$ cat config.mk
export PLATFORM = sky130hd
export DESIGN_NAME = psp_port
export DESIGN_NICKNAME = d
export VERILOG_FILES = /design/src/rtl/psp_port.sv
export SDC_FILE = /design/constraint.sdc
export NUM_CORES = 1
export LEC_CHECK = 0
export BUFFER_PORTS_ARGS = -buffer_cell sky130_fd_sc_hd__buf_4
export CAP_MARGIN = 20
export CORE_MARGIN = 5
export CORE_UTILIZATION = 43
export CTS_CLUSTER_DIAMETER = 50
export DETAILED_ROUTE_END_ITERATION = 12
export PLACE_DENSITY = 0.83
export SLEW_MARGIN = 0
export SYNTH_ARGS = -nofsm -noshare
export SYNTH_HDL_FRONTEND = slang
export SYNTH_SLANG_ARGS = --single-unit
$ cat constraint.sdc
create_clock -name clk -period 1.3 [get_ports clk]
set_clock_uncertainty 0.1 [all_clocks]
set_input_delay 0.26 -clock clk [delete_from_list [all_inputs] [get_ports clk]]
set_output_delay 0.26 -clock clk [all_outputs]
set_load 0.1 [all_outputs]
$ cat src/rtl/psp_port.sv
module psp_port #(
  parameter int DW   = 8,
  parameter int SYNC = 2
) (
  input  logic          clk,
  input  logic          rst_n,
  input  logic          ext_cs_n,
  input  logic          ext_rd_n,
  input  logic          ext_wr_n,
  input  logic [DW-1:0] ext_data_in,
  output logic [DW-1:0] ext_data_out,
  output logic          ext_data_oe,
  input  logic          fw_mode_en,
  input  logic          fw_irq_en,
  input  logic          fw_drive,
  input  logic          fw_wr,
  input  logic [DW-1:0] fw_wdata,
  input  logic          fw_rd,
  output logic [DW-1:0] fw_rdata,
  input  logic          fw_clr_done,
  input  logic          fw_clr_ovf,
  output logic          in_full,
  output logic          out_full,
  output logic          overflow,
  output logic          done_flag,
  output logic          irq
);
  localparam int TOP = SYNC - 1;

  logic [SYNC-1:0] cs_p, rd_p, wr_p;
  logic [DW-1:0]   dat_p [SYNC];
  logic [DW-1:0]   in_lat, out_lat;
  logic            wr_act, rd_act, wr_act_q, rd_act_q, wr_end, rd_end;

  always_ff @(posedge clk or negedge rst_n) begin
    if (!rst_n) begin
      cs_p <= '1;
      rd_p <= '1;
      wr_p <= '1;
      for (int i = 0; i < SYNC; i++) dat_p[i] <= '0;
    end else begin
      cs_p <= {cs_p[TOP-1:0], ext_cs_n};
      rd_p <= {rd_p[TOP-1:0], ext_rd_n};
      wr_p <= {wr_p[TOP-1:0], ext_wr_n};
      dat_p[0] <= ext_data_in;
      for (int i = 1; i < SYNC; i++) dat_p[i] <= dat_p[i-1];
    end
  end

  assign wr_act = fw_mode_en & ~cs_p[TOP] & ~wr_p[TOP];
  assign rd_act = fw_mode_en & ~cs_p[TOP] & ~rd_p[TOP];
  assign wr_end = wr_act_q & ~wr_act & fw_mode_en;
  assign rd_end = rd_act_q & ~rd_act & fw_mode_en;

  always_ff @(posedge clk or negedge rst_n) begin
    if (!rst_n) begin
      wr_act_q  <= 1'b0;
      rd_act_q  <= 1'b0;
      in_lat    <= '0;
      out_lat   <= '0;
      in_full   <= 1'b0;
      out_full  <= 1'b0;
      overflow  <= 1'b0;
      done_flag <= 1'b0;
    end else begin
      wr_act_q <= wr_act;
      rd_act_q <= rd_act;
      if (wr_act) in_lat <= dat_p[TOP];
      if (fw_wr) out_lat <= fw_wdata;

      if (!fw_mode_en)  in_full <= 1'b0;
      else if (wr_end)  in_full <= 1'b1;
      else if (fw_rd)   in_full <= 1'b0;

      if (!fw_mode_en)  out_full <= 1'b0;
      else if (fw_wr)   out_full <= 1'b1;
      else if (rd_act)  out_full <= 1'b0;

      if (wr_end && in_full && !fw_rd) overflow <= 1'b1;
      else if (fw_clr_ovf)             overflow <= 1'b0;

      if (wr_end || rd_end) done_flag <= 1'b1;
      else if (fw_clr_done) done_flag <= 1'b0;
    end
  end

  assign fw_rdata     = in_lat;
  assign ext_data_out = out_lat;
  assign ext_data_oe  = fw_mode_en ? (~ext_cs_n & ~ext_rd_n) : fw_drive;
  assign irq          = done_flag & fw_irq_en;
endmodule


* After elaboration in Yosys (flattened, before gate mapping)
Cells that the tools add are included.
** Cells by class
- Equal/unequal tests :: 2
- Muxes and demuxes :: 11
- Bitwise logic cells :: 16
- Reductions and logical operators :: 6
** Operator list (number)
- two-way mux 1 bit :: 11
- AND 1 bit :: 9
- inverter 1 bit :: 7
- inequality test 3 x 1 -> 1 bit (second input constant) :: 2
- nonzero test 2 bit :: 2
- logical AND 1 bit :: 2
- zero test 1 bit :: 1
- logical OR 1 bit :: 1
** Storage, ports and cells
- Bits in registers :: 44
- Input port bits :: 28
- Output and inout bits :: 22
- Word-level logic and storage cells :: 48

* Depth between registers and ports, before layout
Gate-level depths: netlist of run 1.
- Word-level depth :: 9
- Mapped depth :: 3
- Gate-level depth less buffers :: 2

* Least setup slack after synthesis of run 1
Ideal clock, no wire load.
- Kind :: reg2out
- From :: register done_flag
- To :: output port irq
- Arrival time :: 1777 ps
- Data required time :: 940 ps
- Setup slack :: -837 ps
- Cell stages (with the launch flop) :: 2
- Path buffers :: 0
- Path through :: dfrtp_1 and2_1
** Between the ends
- Word-level cells in the longest chain between the ends :: 1
** Ends and longest elaborated chain
- start, declared :: line 25 : output logic done_flag,
- start signal, assigned :: line 64 : done_flag <= 1'b0;
- start signal, assigned :: line 82 : if (wr_end || rd_end) done_flag <= 1'b1;
- start signal, assigned :: line 83 : else if (fw_clr_done) done_flag <= 1'b0;
- AND 1 bit :: line 90 : assign irq = done_flag & fw_irq_en;
- end, declared :: line 26 : output logic irq
No other way between the ends.

* Worst setup path after layout of run 1
Same ends and word-level chain as after synthesis.

==> summary.txt, run 1 <==
Run status
  • Status: finished with violations
  • Failing checks: negative setup slack

Floorplan
  • Core area: roughly 0.0031 sq mm
  • I/O pin cnt: 50
  • Initial core utilization: 0.455
  • Die Span Y: approximately 67 um
  • Die width: between 60 and 70 um
  • Row count: 20
  • Die ar.: roughly 0.0045 sq mm

Worst setup path
  • Worst r2r src: wr_p[1]$_DFF_PN1_
  • Critical Path Sink Type: output pin
  • Setup crit start kind: flip-flop
  • CP required: between 900 and 1000 ps
  • CP Class: flip-flop to output pin
  • Critical path peak fanout: 3
  • Reg2reg path depth: 3
  • Flop-to-flop setup slack: -30 ps
  • Worst Path Arrival: around 1200 ps
  • Reg2reg end: fw_rdata[1]$_DFFE_PN0P_

Timing
  • Max Slew Vio Count: 0
  • Slew @ Worst Pin: about 520 ps
  • Fin Hold WS: roughly 25 ps
  • Final Cycle Share: 1.17
  • Fin. Hold Viols: 0
  • Max-slew headroom: 0.654
  • Unrepaired setup endpoints after global routing: yes
  • Final min period: roughly 1500 ps
  • Fmax: 0.656 GHz
  • Fin worst setup slack: -225 ps
  • Setup violations, final: 29

Clocking
  • Clock latency on the worst-skew pair: approximately 340 ps
  • Clock root buffer: clkbuf_4
  • CTS tree: built
  • Reg clk slew, reported paths: 120 ps
  • CTS buffer count: 5
  • H-tree levels: 2
  • CTS max path bufs: 2
  • Clock Sinks: 44

Synth
  • Post-Syn Nets: 106
  • Synth area leader: dfrtp_1
  • Yosys top cell area share: 0.673
  • Netlist cell types: 16
  • Syn Area/Cell: about 18 sq um
  • Top post-synthesis cells by area: dfrtp_1 (67%), mux2_2 (14%), dfstp_2 (11%)
  • Cells after synthesis: 78
  • #FFs+latches synth: 44
  • Ys Warns: 0
  • Post-synthesis sequential area ratio: 0.785
  • Mapped Area: between 0.001 and 0.0015 sq mm

Power
  • P per Cell Area: 1470 mW/mm^2
  • Leak Pwr: roughly 1.1 nW
  • Maximum vdd ir drop: approximately 0.85 mV
  • Power, Total: ~3.5 mW

Layout
  • Cell area after layout: between 0.002 and 0.0025 sq mm
  • Post-Layout Cell Count: ~200
  • Final net count: between 150 and 200
  • Commonest non-fill, non-tap cell in the layout: buf_4
  • Filler cell count: 193
  • Ant diodes: 0
  • Share of cells above drive strength 1: 0.701
  • Syn-to-layout area delta: 67.9%
  • Commonest non-fill, non-tap cells in the layout: buf_4 (36), dfrtp_2 (19), dfrtp_1 (18), buf_12 (15), dlygate4sd3_1 (14)

Detailed routing
  • Vias per cell: 4.54
  • Drt drc: 0
  • Via count: about 910
  • Drt first pass iters: 4
  • Drt first-iter violations: 30
  • Final ANT Viol Nets: 0
  • Routed WL: 3460 um
  • Drt wl/cell: approximately 17 um

Job
  • Max Cap Violations: 0

Min path
  • Hold Path Origin: fw_clr_done
  • Worst min path class: primary input to flip-flop
  • WHS Path Cells: 2
  • Hold EP: done_flag$_DFFE_PN0P_

Global route
  • Largest net degree at the start of global routing: 45
  • Antenna violations before repair: 0
  • Total gr overflow: 0
  • Global Route Usage Sum: 0.163
  • First-pass GRT wire length: about 5200 um
  • Vias in the first global route: ~1.1k

Placed design
  • DP Area: between 0.0015 and 0.002 sq mm
  • # port buffers: 49
  • Gpl congestion: around 0.70
  • Dpl cells: between 150 and 200
  • Place WS: -47.3 ps
  • HPWL Detailed: about 1900 um
[how the worst max path moves through the flow]
stage / from / endpoint / slack (ps) / cells past startpoint
finish: done_flag$_DFFE_PN0P_ / irq / -220 / 2
global route: done_flag$_DFFE_PN0P_ / irq / -280 / 2
global placement: fw_mode_en / fw_rdata[0]$_DFFE_PN0P_ / 20 / 4
CTS: done_flag$_DFFE_PN0P_ / irq / -230 / 2
detailed placement: cs_p[1]$_DFF_PN1_ / fw_rdata[2]$_DFFE_PN0P_ / -50 / 3
floorplan: done_flag$_DFFE_PN0P_ / irq / -50 / 1
[layer usage]
metal / wire length, um / vias up / part of all wire / GRT usage
met5: 0 / - / 0 / 0
met4: 83 / 0 / 0.024 / 0.0962
met3: 110 / 9 / 0.032 / 0.0383
met2: 2040 / 26 / 0.59 / 0.302
met1: 1230 / 461 / 0.35 / 0.164
li1: - / 417 / - / -
[worst max-delay path, cell delays in order (launching register included)]
cell and delay, ps:
dfrtp_4 510, and2_4 150, buf_12 160
[state kept, by name (all words and copies together), names as in the netlist]
register      flops
wr_act_q          1
done_flag         1
cs_p              2
overflow          1
rd_p              2
ext_data_out      8
in_full           1
out_full          1
rd_act_q          1
wr_p              2
dat_p            16
fw_rdata          8
[cell families after synthesis]
logic type             share of synthesized area
multiplexers                               0.136
buffers and inverters                     0.0195
AND/OR/NAND/NOR                           0.0319
flip-flops                                 0.785
AO/OA/AOI/OAI                             0.0283
[layout make-up]
type / count / area [sq um] / share of cell area
Inverter: 3 / 11.3 / 0.00475
Tap cell: 44 / 55.1 / 0.0232
Multi-Input combinational cell: 29 / 315 / 0.133
Clock buffer: 7 / 45.0 / 0.0190
Sequential cell: 44 / 1140 / 0.479
Clock inverter: 1 / 5.00 / 0.00211
Timing Repair Buffer: 73 / 805 / 0.339
[synthesized netlist by cell type (all sizes together)]
master   n
inv      3
o21a     2
dfrtp   38
buf      2
o211ai   1
o221ai   1
nor2     1
nand2    2
o32ai    1
mux2    17
nor3b    2
dfstp    6
and2     1
nand3b   1
[power by group]
part	internal (mW)	switching (mW)	total (mW)
sequential	1.51	0.104	1.61
clock	0.211	0.400	0.612
combinational	0.496	0.767	1.26
total	2.21	1.27	3.49
[what timing repair did]
action | in CTS | in global routing
setup endpoints to repair | 29 | 31
hold endpoints to repair | 50 | 1
pin swaps | 2 | 0
hold buffers | 13 | 1
resized for setup | 49 | 15
cloned | 1 | 0
buffers inserted | 3 | 3
[through the flow]
stage / util / setup TNS (ps)
2_1_floorplan: - / -45.7
4_1_cts: 0.733 / -1210
3_5_place_dp: 0.603 / -280
3_3_place_gp: 0.603 / 0
5_1_grt: 0.765 / -2010
6_report: 0.765 / -911
No activity file was read; power rests on OpenSTA's default activity.
==> run 2, diff against run 1 <==
--- a/config.mk
+++ b/config.mk
@@ -9,8 +9,11 @@
 export CAP_MARGIN = 20
 export CORE_MARGIN = 5
 export CORE_UTILIZATION = 43
+export CTS_BUF_LIST = sky130_fd_sc_hd__clkbuf_16
 export CTS_CLUSTER_DIAMETER = 50
 export DETAILED_ROUTE_END_ITERATION = 12
+export GPL_ROUTABILITY_DRIVEN = 0
+export MAX_ROUTING_LAYER = met4
 export PLACE_DENSITY = 0.83
 export SLEW_MARGIN = 0
 export SYNTH_ARGS = -nofsm -noshare
==> run 2 against run 1 <==
Against the previous run: count of clock-buffer cells in the layout shrank 2; the flow still finishes with violations (negative setup slack); critical endpoint unchanged; critical path type unchanged; wire length shrank 16%; maximum frequency grew 6.9%.
==> summary.txt, run 2 (synthesis results as in run 1) <==
Run status
  • Status: finished with violations
  • Failing checks: negative setup slack

Floorplan
  • Core area: 0.00310 sq mm (unchanged)
  • Row count: 20 (unchanged)
  • Die width: 67.3 um (unchanged)
  • Initial core utilization: 0.455 (unchanged)
  • Die Span Y: 67.3 um (unchanged)
  • I/O pin cnt: 50 (unchanged)
  • Die ar.: 0.00453 sq mm (unchanged)

Global route
  • Antenna violations before repair: 0 (unchanged)
  • Global Route Usage Sum: 0.156 (-0.00702)
  • First-pass GRT wire length: 4710 um (-9.1%)
  • Total gr overflow: 0 (unchanged)
  • Largest net degree at the start of global routing: 45 (unchanged)
  • Vias in the first global route: 958 (-8.9%)

Layout
  • Biggest register: dat_p
  • Final Core Density: 0.725 (-0.0395)
  • Syn-to-layout area delta: 59.3%
  • Commonest non-fill, non-tap cells in the layout: buf_4 (35), dfrtp_2 (19), dfrtp_1 (18), buf_6 (17), dlygate4sd3_1 (12)
  • Final net count: 176 (-4.3%)
  • Max FFs per register: 16 (unchanged)
  • Multi-input gate area: 315 sq um (unchanged)
  • Filler cell count: 202 (+4.7%)
  • Share of cells above drive strength 1: 0.698 (-0.00265)
  • Commonest non-fill, non-tap cell in the layout: buf_4
  • Ant diodes: 0 (unchanged)
  • FF+latch area: 0.00114 sq mm (unchanged)

Clocking
  • CTS buffer count: 5 (unchanged)
  • Clock root buffer: clkbuf_16
  • Clock Sinks: 44 (unchanged)
  • CTS max path bufs: 2 (unchanged)
  • H-tree levels: 2 (unchanged)
  • Reg clk slew, reported paths: 60 ps (-60 ps)
  • CTS tree: built
  • Clock latency on the worst-skew pair: 270 ps (-70 ps)

Worst setup path
  • CP required: 940 ps (about the same)
  • Flop-to-flop setup slack: -30 ps (about the same)
  • CP Class: flip-flop to output pin
  • Critical Path Sink Type: output pin
  • Setup crit start kind: flip-flop
  • Worst Path Arrival: 1070 ps (-90 ps)
  • Critical path peak fanout: 3 (unchanged)

Timing
  • Unrepaired setup endpoints after global routing: yes
  • Setup violations, final: 10 (-66%)
  • Fin Hold WS: 59.2 ps (+34.6 ps)
  • Max-slew headroom: 0.653 (-0.000904)
  • Fmax: 0.701 GHz (+6.9%)
  • Max Slew Vio Count: 0 (unchanged)
  • Final Cycle Share: 1.10 (-0.0756)
  • Setup TNS Final: -305 ps (+607 ps)
  • Slew @ Worst Pin: 520 ps (+1.36 ps)
  • Fin. Hold Viols: 0 (unchanged)
  • Final min period: 1430 ps (-98.3 ps)
  • Fin worst setup slack: -127 ps (+98.3 ps)

Detailed routing
  • Drt wl/cell: 15.1 um (-12%)
  • Drt first pass iters: 4 (unchanged)
  • Final ANT Viol Nets: 0 (unchanged)
  • Routed WL: 2920 um (-16%)
  • Drt first-iter violations: 62 (+110%)
  • WL met2: 1650 um (-19%)
  • Met1 wire length: 1100 um (-10%)
  • DR top layer: met4
  • Vias per cell: 4.49 (-1.2%)
  • Drt drc: 0 (unchanged)
  • Met3 WL: 97 um (-12%)
  • Via count: 866 (-5.1%)

Job
  • Max Cap Violations: 0 (unchanged)

Power
  • P per Cell Area: 1690 mW/mm^2 (+15%)
  • Maximum vdd ir drop: 1.12 mV (+32%)
  • Leak Pwr: 1.03 nW (-4.1%)
  • Power, Total: 3.79 mW (+8.8%)

Min path
  • Worst min path class: primary input to flip-flop

Placed design
  • HPWL Detailed: 1870 um (unchanged)
  • # port buffers: 49 (unchanged)
[run 2: area by class of cell]
class / count / area share
inverter: 3 / 0.00501
clock buffer: 5 / 0.0556
tap: 44 / 0.0245
timing repair buffer: 65 / 0.264
clock inverter: 3 / 0.00556
sequential: 44 / 0.505
multi-input combinational: 29 / 0.140
[run 2: metal layers]
layer | track usage | vias up
li1 | - | 401
met5 | - | -
met2 | 0.253 | 25
met4 | 0.0987 | 0
met3 | 0.0399 | 6
met1 | 0.171 | 434
[run 2: metrics by stage]
step	instance area, sq um	cells	setup WS [ps]
after floorplan	1440	78	-45.7
after detailed placement	1870	172	-47.3
after global placement	1870	172	18.1
final	2250	193	-127
after global routing	2250	193	-151
after CTS	2200	193	-134
[run 2: repair_timing]
| item | 4_1_cts | 5_1_grt |
|---|---|---|
| setup endpoints to repair | 10 | 24 |
| pin swaps | 2 | 0 |
| endpoints found under the hold margin | 49 | 0 |
| setup buffers | 0 | 0 |
| resized for setup | 16 | 14 |
| hold buffers | 12 | 0 |
| gates cloned | 1 | 0 |
[run 2: worst paths after layout]
path                                  startpoint                 endpoint  depth (start not counted)
setup / recovery           done_flag$_DFFE_PN0P_                      irq                          2
hold / removal                        fw_clr_ovf     overflow$_DFFE_PN0P_                          2
setup reg to reg               wr_p[1]$_DFF_PN1_  fw_rdata[2]$_DFFE_PN0P_                          3
hold reg to reg                cs_p[0]$_DFF_PN1_        cs_p[1]$_DFF_PN1_                          0
max in group asynchronous                  rst_n    done_flag$_DFFE_PN0P_                          2
min in group asynchronous                  rst_n       wr_act_q$_DFF_PN0_                          2
[run 2: critical path: stages, from the launching register on]
cell     delay [ps]
dfrtp_4         480
and2_4          150
buf_12          160
[run 2: report_power, final]
part / leakage, nW / total, mW / switching, mW / internal [mW]
registers: 0.496 / 1.58 / 0.0698 / 1.51
clock network: 0.0762 / 1.14 / 0.447 / 0.692
logic: 0.458 / 1.08 / 0.745 / 0.331
